===== config.mk =====
export PLATFORM = sky130hd
export DESIGN_NAME = xmem_seq
export DESIGN_NICKNAME = d
export VERILOG_FILES = /design/src/rtl/xmem_pkg.sv /design/src/rtl/xmem_cfg_bank.sv /design/src/rtl/xmem_region_dec.sv /design/src/rtl/xmem_fsm.sv /design/src/rtl/xmem_pins.sv /design/src/rtl/xmem_seq.sv
export SDC_FILE = /design/constraint.sdc
export NUM_CORES = 1
export LEC_CHECK = 0
export BUFFER_PORTS_ARGS = -buffer_cell sky130_fd_sc_hd__buf_2
export CAP_MARGIN = 20
export CORE_AREA = 2 2 125 127
export DETAILED_ROUTE_END_ITERATION = 10
export DIE_AREA = 0 0 127 129
export SLEW_MARGIN = 30
export SYNTH_ARGS = -nofsm -noshare
export SYNTH_HDL_FRONTEND = slang
export SYNTH_SLANG_ARGS = --single-unit

===== constraint.sdc =====
create_clock -name clk -period 5.5 [get_ports clk]
set_clock_uncertainty 0.1 [all_clocks]
set_input_delay 1.1 -clock clk [delete_from_list [all_inputs] [get_ports clk]]
set_output_delay 1.1 -clock clk [all_outputs]
set_load 0.1 [all_outputs]

===== src/rtl/xmem_pkg.sv =====
// Shared types for the external memory sequencer.
// Assumes a 16-bit multiplexed bus and the fixed timing word layout below.
package xmem_pkg;
    localparam int AWT_W = 3;   // address wait field width
    localparam int WWT_W = 4;   // write wait field width

    // Sequencer states, in bus order
    typedef enum logic [2:0] {
        ST_IDLE, ST_ADDR, ST_AWAIT, ST_AHOLD, ST_STRB, ST_WHOLD, ST_TURN, ST_FIN
    } xm_state_e;

    // Meaningful bits of one region timing word
    typedef struct packed {
        logic              lane_gate;  // word bit 15
        logic [AWT_W-1:0]  addr_wait;  // word bits 14:12
        logic              addr_hold;  // word bit 10
        logic              turn;       // word bit 9
        logic              wr_hold;    // word bit 8
        logic [WWT_W-1:0]  wr_wait;    // word bits 7:4
    } xm_cfg_t;
endpackage


===== src/rtl/xmem_cfg_bank.sv =====
// Per-region timing word storage with one write port and one read port.
// Assumes NREG is a power of two of at least 2.
module xmem_cfg_bank
    import xmem_pkg::*;
#(
    parameter int NREG = 4,
    localparam int SW = $clog2(NREG)
) (
    input  logic          clk,
    input  logic          rst_n,
    input  logic          wr_en,
    input  logic [SW-1:0] wr_idx,
    input  xm_cfg_t       wr_cfg,
    input  logic [SW-1:0] rd_idx,
    output xm_cfg_t       rd_cfg
);
    xm_cfg_t bank [NREG];

    for (genvar i = 0; i < NREG; i++) begin : g_reg
        xm_cfg_t r_q;
        // Hold region i timing word; reset to fastest timing, lane mode
        always_ff @(posedge clk) begin
            if (!rst_n)                              r_q <= '0;
            else if (wr_en && wr_idx == SW'(i))      r_q <= wr_cfg;
        end
        assign bank[i] = r_q;
    end

    assign rd_cfg = bank[rd_idx];
endmodule


===== src/rtl/xmem_region_dec.sv =====
// Turns a region index into active-low one-hot chip selects.
// Assumes en is high only while a bus cycle owns the pins.
module xmem_region_dec #(
    parameter int NREG = 4,
    localparam int SW = $clog2(NREG)
) (
    input  logic            en,
    input  logic [SW-1:0]   sel,
    output logic [NREG-1:0] cs_n
);
    for (genvar i = 0; i < NREG; i++) begin : g_cs
        assign cs_n[i] = !(en && sel == SW'(i));
    end
endmodule


===== src/rtl/xmem_fsm.sv =====
// Bus-cycle phase sequencer: latch, address wait, address hold, strobe,
// write hold or bus turn, then finish. Assumes cfg and we stay stable
// from start until the cycle returns to idle.
module xmem_fsm
    import xmem_pkg::*;
(
    input  logic      clk,
    input  logic      rst_n,
    input  logic      start,
    input  logic      we,
    input  xm_cfg_t   cfg,
    output xm_state_e state
);
    xm_state_e        st_q, st_d;
    logic [WWT_W-1:0] cnt_q, cnt_d;
    logic [WWT_W-1:0] strb_len;
    logic             unused_gate;

    assign unused_gate = cfg.lane_gate;
    assign strb_len    = we ? cfg.wr_wait : '0;

    // Next phase and remaining-cycle count
    always_comb begin
        st_d  = st_q;
        cnt_d = cnt_q;
        unique case (st_q)
            ST_IDLE:  if (start) st_d = ST_ADDR;
            ST_ADDR: begin
                if (cfg.addr_wait != '0) begin
                    st_d  = ST_AWAIT;
                    cnt_d = WWT_W'(cfg.addr_wait) - WWT_W'(1);
                end else if (cfg.addr_hold) begin
                    st_d = ST_AHOLD;
                end else begin
                    st_d  = ST_STRB;
                    cnt_d = strb_len;
                end
            end
            ST_AWAIT: begin
                if (cnt_q == '0) begin
                    if (cfg.addr_hold) st_d = ST_AHOLD;
                    else begin
                        st_d  = ST_STRB;
                        cnt_d = strb_len;
                    end
                end else begin
                    cnt_d = cnt_q - WWT_W'(1);
                end
            end
            ST_AHOLD: begin
                st_d  = ST_STRB;
                cnt_d = strb_len;
            end
            ST_STRB: begin
                if (cnt_q == '0) begin
                    if (we) st_d = cfg.wr_hold ? ST_WHOLD : ST_FIN;
                    else    st_d = cfg.turn    ? ST_TURN  : ST_FIN;
                end else begin
                    cnt_d = cnt_q - WWT_W'(1);
                end
            end
            ST_WHOLD: st_d = ST_FIN;
            ST_TURN:  st_d = ST_FIN;
            ST_FIN:   st_d = ST_IDLE;
            default:  st_d = ST_IDLE;
        endcase
    end

    // Phase and counter registers
    always_ff @(posedge clk) begin
        if (!rst_n) begin
            st_q  <= ST_IDLE;
            cnt_q <= '0;
        end else begin
            st_q  <= st_d;
            cnt_q <= cnt_d;
        end
    end

    assign state = st_q;
endmodule


===== src/rtl/xmem_pins.sv =====
// Drives the external bus pins from the current phase and the accepted
// request. Assumes the request fields are held for the whole bus cycle.
module xmem_pins
    import xmem_pkg::*;
#(
    parameter int DW = 16,
    localparam int OFF_W = DW + 1
) (
    input  xm_state_e        state,
    input  logic             we,
    input  logic [OFF_W-1:0] off,
    input  logic [DW-1:0]    wdata,
    input  logic [1:0]       be,
    input  logic             lane_gate,
    output logic             cs_en,
    output logic [DW-1:0]    ad_o,
    output logic             ad_oe,
    output logic             a_hi,
    output logic             ale,
    output logic             rd_n,
    output logic             wr_n,
    output logic             bhe_n,
    output logic             ble_n
);
    logic addr_ph, data_ph, rd_act, wr_act;

    // Phase decode for bus direction and strobes
    always_comb begin
        addr_ph = state inside {ST_ADDR, ST_AWAIT, ST_AHOLD};
        data_ph = we && (state inside {ST_STRB, ST_WHOLD});
        cs_en   = addr_ph || (state inside {ST_STRB, ST_WHOLD, ST_TURN});
        rd_act  = (state == ST_STRB) && !we;
        wr_act  = (state == ST_STRB) && we;
    end

    // Shared bus contents and high address pin
    always_comb begin
        ad_oe = addr_ph || data_ph;
        if (addr_ph)      ad_o = off[DW-1:0];
        else if (data_ph) ad_o = wdata;
        else              ad_o = '0;
        a_hi  = cs_en && off[DW];
        ale   = (state == ST_ADDR);
        rd_n  = !rd_act;
        wr_n  = !wr_act;
    end

    // Byte enables: gated by offset bit 0 or following the byte mask
    always_comb begin
        if (lane_gate) begin
            ble_n = !(wr_act && !off[0]);
            bhe_n = !(wr_act &&  off[0]);
        end else begin
            ble_n = !(cs_en && be[0]);
            bhe_n = !(cs_en && be[1]);
        end
    end
endmodule


===== src/rtl/xmem_seq.sv =====
// Top of the external memory sequencer: accepts one request at a time,
// snapshots the region timing word, and runs one bus cycle per request.
// Assumes req and its fields are held until ack.
module xmem_seq
    import xmem_pkg::*;
#(
    parameter int NREG = 4,
    parameter int DW   = 16,
    localparam int SW    = $clog2(NREG),
    localparam int OFF_W = DW + 1,
    localparam int AW    = OFF_W + SW
) (
    input  logic            clk,
    input  logic            rst_n,
    input  logic            port_en,
    input  logic            cfg_we,
    input  logic [SW-1:0]   cfg_idx,
    input  logic [15:0]     cfg_wdata,
    input  logic            req,
    input  logic            req_we,
    input  logic [AW-1:0]   req_addr,
    input  logic [DW-1:0]   req_wdata,
    input  logic [1:0]      req_be,
    output logic            ack,
    output logic [DW-1:0]   rdata,
    output logic [DW-1:0]   xm_ad_o,
    output logic            xm_ad_oe,
    input  logic [DW-1:0]   xm_ad_i,
    output logic            xm_a_hi,
    output logic            xm_ale,
    output logic            xm_rd_n,
    output logic            xm_wr_n,
    output logic            xm_bhe_n,
    output logic            xm_ble_n,
    output logic [NREG-1:0] xm_cs_n
);
    xm_cfg_t          wr_cfg, cur_cfg, t_cfg;
    xm_state_e        state;
    logic             accept, cs_en;
    logic             t_we;
    logic [AW-1:0]    t_addr;
    logic [DW-1:0]    t_wdata;
    logic [1:0]       t_be;
    logic             unused_cfg_bits;

    // Timing word fields taken from their fixed bit positions
    assign wr_cfg = '{lane_gate: cfg_wdata[15], addr_wait: cfg_wdata[14:12],
                      addr_hold: cfg_wdata[10], turn: cfg_wdata[9],
                      wr_hold: cfg_wdata[8], wr_wait: cfg_wdata[7:4]};
    assign unused_cfg_bits = ^{cfg_wdata[11], cfg_wdata[3:0]};

    xmem_cfg_bank #(.NREG(NREG)) u_bank (
        .clk    (clk),
        .rst_n  (rst_n),
        .wr_en  (cfg_we),
        .wr_idx (cfg_idx),
        .wr_cfg (wr_cfg),
        .rd_idx (req_addr[AW-1:OFF_W]),
        .rd_cfg (cur_cfg)
    );

    assign accept = (state == ST_IDLE) && req && port_en;

    // Snapshot request and region timing at acceptance
    always_ff @(posedge clk) begin
        if (!rst_n) begin
            t_we    <= 1'b0;
            t_addr  <= '0;
            t_wdata <= '0;
            t_be    <= '0;
            t_cfg   <= '0;
        end else if (accept) begin
            t_we    <= req_we;
            t_addr  <= req_addr;
            t_wdata <= req_wdata;
            t_be    <= req_be;
            t_cfg   <= cur_cfg;
        end
    end

    xmem_fsm u_fsm (
        .clk   (clk),
        .rst_n (rst_n),
        .start (accept),
        .we    (t_we),
        .cfg   (t_cfg),
        .state (state)
    );

    xmem_pins #(.DW(DW)) u_pins (
        .state     (state),
        .we        (t_we),
        .off       (t_addr[OFF_W-1:0]),
        .wdata     (t_wdata),
        .be        (t_be),
        .lane_gate (t_cfg.lane_gate),
        .cs_en     (cs_en),
        .ad_o      (xm_ad_o),
        .ad_oe     (xm_ad_oe),
        .a_hi      (xm_a_hi),
        .ale       (xm_ale),
        .rd_n      (xm_rd_n),
        .wr_n      (xm_wr_n),
        .bhe_n     (xm_bhe_n),
        .ble_n     (xm_ble_n)
    );

    xmem_region_dec #(.NREG(NREG)) u_dec (
        .en   (cs_en),
        .sel  (t_addr[AW-1:OFF_W]),
        .cs_n (xm_cs_n)
    );

    // Capture read data at the end of the read strobe
    always_ff @(posedge clk) begin
        if (!rst_n)                               rdata <= '0;
        else if (state == ST_STRB && !t_we)       rdata <= xm_ad_i;
    end

    assign ack = (state == ST_FIN);
endmodule


==> run metrics <==
Primary FF master, synth=dfxtp_1; most common cell after layout, fill and taps aside=nand2_1; highest routed metal layer=met4; drt wl/cell=14.3 um; Core Util, Final=0.424; total of cells resized after clock tree synthesis=0; first-pass GRT wire length=21500 um; wire length on met2=6370 um; DR vias/cell=roughly 5; H-tree depth=4; delay of the slowest critical-path stage=0.72 ns; synth warn=0; row cnt=45; Syn Std Cell Area=5160 um2; worst slack, placed=2.16 ns; setup violators final=0; CP Data Required Time=4.30 ns; crit path max fanout=20; Arrival @ worst endpoint=~2.6 ns; global route total overflow=0; RSZ-0062 raised after global routing=no; LEAKAGE=approximately 2.5 nW; WL met3=408 um; cell family with most CP delay=simple AND/OR/NAND/NOR gates; met1 wire length=6090 um; worst skew pair latency=a little over 0.4 ns; min cycle time layout=3.75 ns; synth unique cells=59; TritonCTS Buffers=17; Tightest Pin Transition=0.874 ns; Layout Nets=about 800; Starting DRT DRC Count=340; Post-synth EDFFs=0; GRT Util Overall=0.165; critical-path cell list=or3b_4, nor2_4, inv_2, buf_2; Die ar.=roughly 16000 um2; Hold Path Class=reg -> reg; worst setup margin=1.75 ns; clock buffer depth=2; Area growth syn-to-layout=23.1%; TritonRoute pass-1 iters=4; Initial Util=0.344; cell taking the most area after synthesis=dfxtp_1; Tot Pwr=2.57 mW; DIE HEIGHT=about 130 um; Mapped Cells=624; final-report max-slew violation count=0; crit share post-route=0.682; input/output buffers=115; r2r setup slk=3.28 ns; most frequent cells in the layout=nand2_1, dfxtp_1, buf_2; CTS tree=yes; Crit. End Element=output pin; Critical Setup Path Class=reg -> out; Filler Cells Inserted=1592; Crit-path slowest cell=dfxtp_1; Seq/Total Area, Yosys=0.450; vias in the first global route=4294; layout cells sized above 1=0.236; initial antenna violation count=0; post-DP HPWL=a little under 9000 um; CP startpoint kind=flop; Cell Pwr Density=404 nW/um2; Final Hold Viols=0; VDD IR-drop max=0.227 mV; die width=roughly 130 um; Routed WL=13100 um; io pins=121; clock transition at the registers of the reported paths=0.05 ns; root buffer cell=clkbuf_16; Max Clk Rate=267 MHz; postcts setup bufs=0; antenna cells=0; Hold WS=0.348 ns; antenna-violating nets left=0; Syn Nets=704; Rel. slew slack=0.415; Sink Count=116; top cells by area, synth=dfxtp_1, nand2_1, a21oi_1; pin count of the biggest net entering global routing=74; share of the synthesized area in the top cell type=0.450; status=finished, final reports clean; vias=~4500; Yosys reg bits=116; Core Region=15000 um2; Max Cap Viol=0; hold buffers post-CTS=0; Buf/Inv on CP=2; ys async rst share=0; Avg Cell Area, Syn=8.27 um2; Setup TNS=0 ns; GP Congestion=0.834; DRC=0
[per-stage QoR]
step           std cells  area (um2)
6_report             914        6350
5_1_grt              914        6350
4_1_cts              914        6350
3_5_place_dp         884        5790
3_3_place_gp         884        5780
2_1_floorplan        624        5160
[synthesized netlist by cell type, types with 3 or more instances]
master	n
a21oi_1	95
a22o_1	16
a31oi_1	7
buf_2	15
buf_4	5
clkbuf_1	24
dfxtp_1	116
ha_1	3
inv_1	10
mux2i_1	23
mux4_2	11
nand2_1	193
nand2b_1	4
nand3_1	3
nand3b_1	4
nor2_1	32
nor3_1	5
o211ai_1	3
o32ai_1	3
xnor2_1	3
[logic make-up after synthesis]
| group | count (synthesis) | synth area share |
|---|---|---|
| xor+xnor | 3 | 0.00509 |
| compound gates | 146 | 0.172 |
| buf+inv | 58 | 0.0517 |
| flops | 116 | 0.450 |
| mux | 34 | 0.0927 |
| simple gates | 264 | 0.221 |
| fa+ha+maj | 3 | 0.00728 |
[routing by layer]
layer | global-route usage | up-vias
met1 | 0.212 | 2112
met3 | 0.0457 | 14
met5 | 0 | -
met4 | 0.0543 | 0
li1 | - | 2322
met2 | 0.271 | 87
[path summary, 6_finish.rpt]
path / startpoint / endpoint / cells after the start
setup / recovery: u_fsm.state[2]$_SDFFE_PN0P_ / xm_rd_n / 4
hold / removal: u_bank.bank[14]$_SDFFE_PN0P_ / u_bank.bank[14]$_SDFFE_PN0P_ / 2
setup reg to reg: u_fsm.state[2]$_SDFFE_PN0P_ / rdata[10]$_SDFFE_PN0P_ / 5
hold reg to reg: u_bank.bank[14]$_SDFFE_PN0P_ / u_bank.bank[14]$_SDFFE_PN0P_ / 2
[cell type report]
type | count | area (um2) | share of cell area
Tap cell | 188 | 235 | 0.0370
Clock inverter | 4 | 45.0 | 0.00709
Timing Repair Buffer | 119 | 606 | 0.0953
Multi-Input combinational cell | 450 | 2580 | 0.406
Clock buffer | 26 | 519 | 0.0817
Sequential cell | 116 | 2320 | 0.366
Inverter | 11 | 46.3 | 0.00729
[worst reg2reg max path, cell delays in order (launching register included)]
cell and delay [ns]:
dfxtp_1 0.72, or3b_4 0.49, nor2_4 0.34, inv_2 0.23
nand2_1 0.12, a21oi_1 0.07
[registers in the layout, indices dropped and copies added, names as in the netlist]
register and count:
t_be 2, t_we 1, rdata 16, u_fsm.cnt_q 4, t_cfg 11, u_fsm.state 3
t_wdata 16, u_bank.bank 44, t_addr 19
[power by group]
group	switching (mW)	internal, mW
Combinational	0.416	0.155
Clock	0.360	0.685
Sequential	0.0526	0.899
No activity file was read; power rests on OpenSTA's default activity.
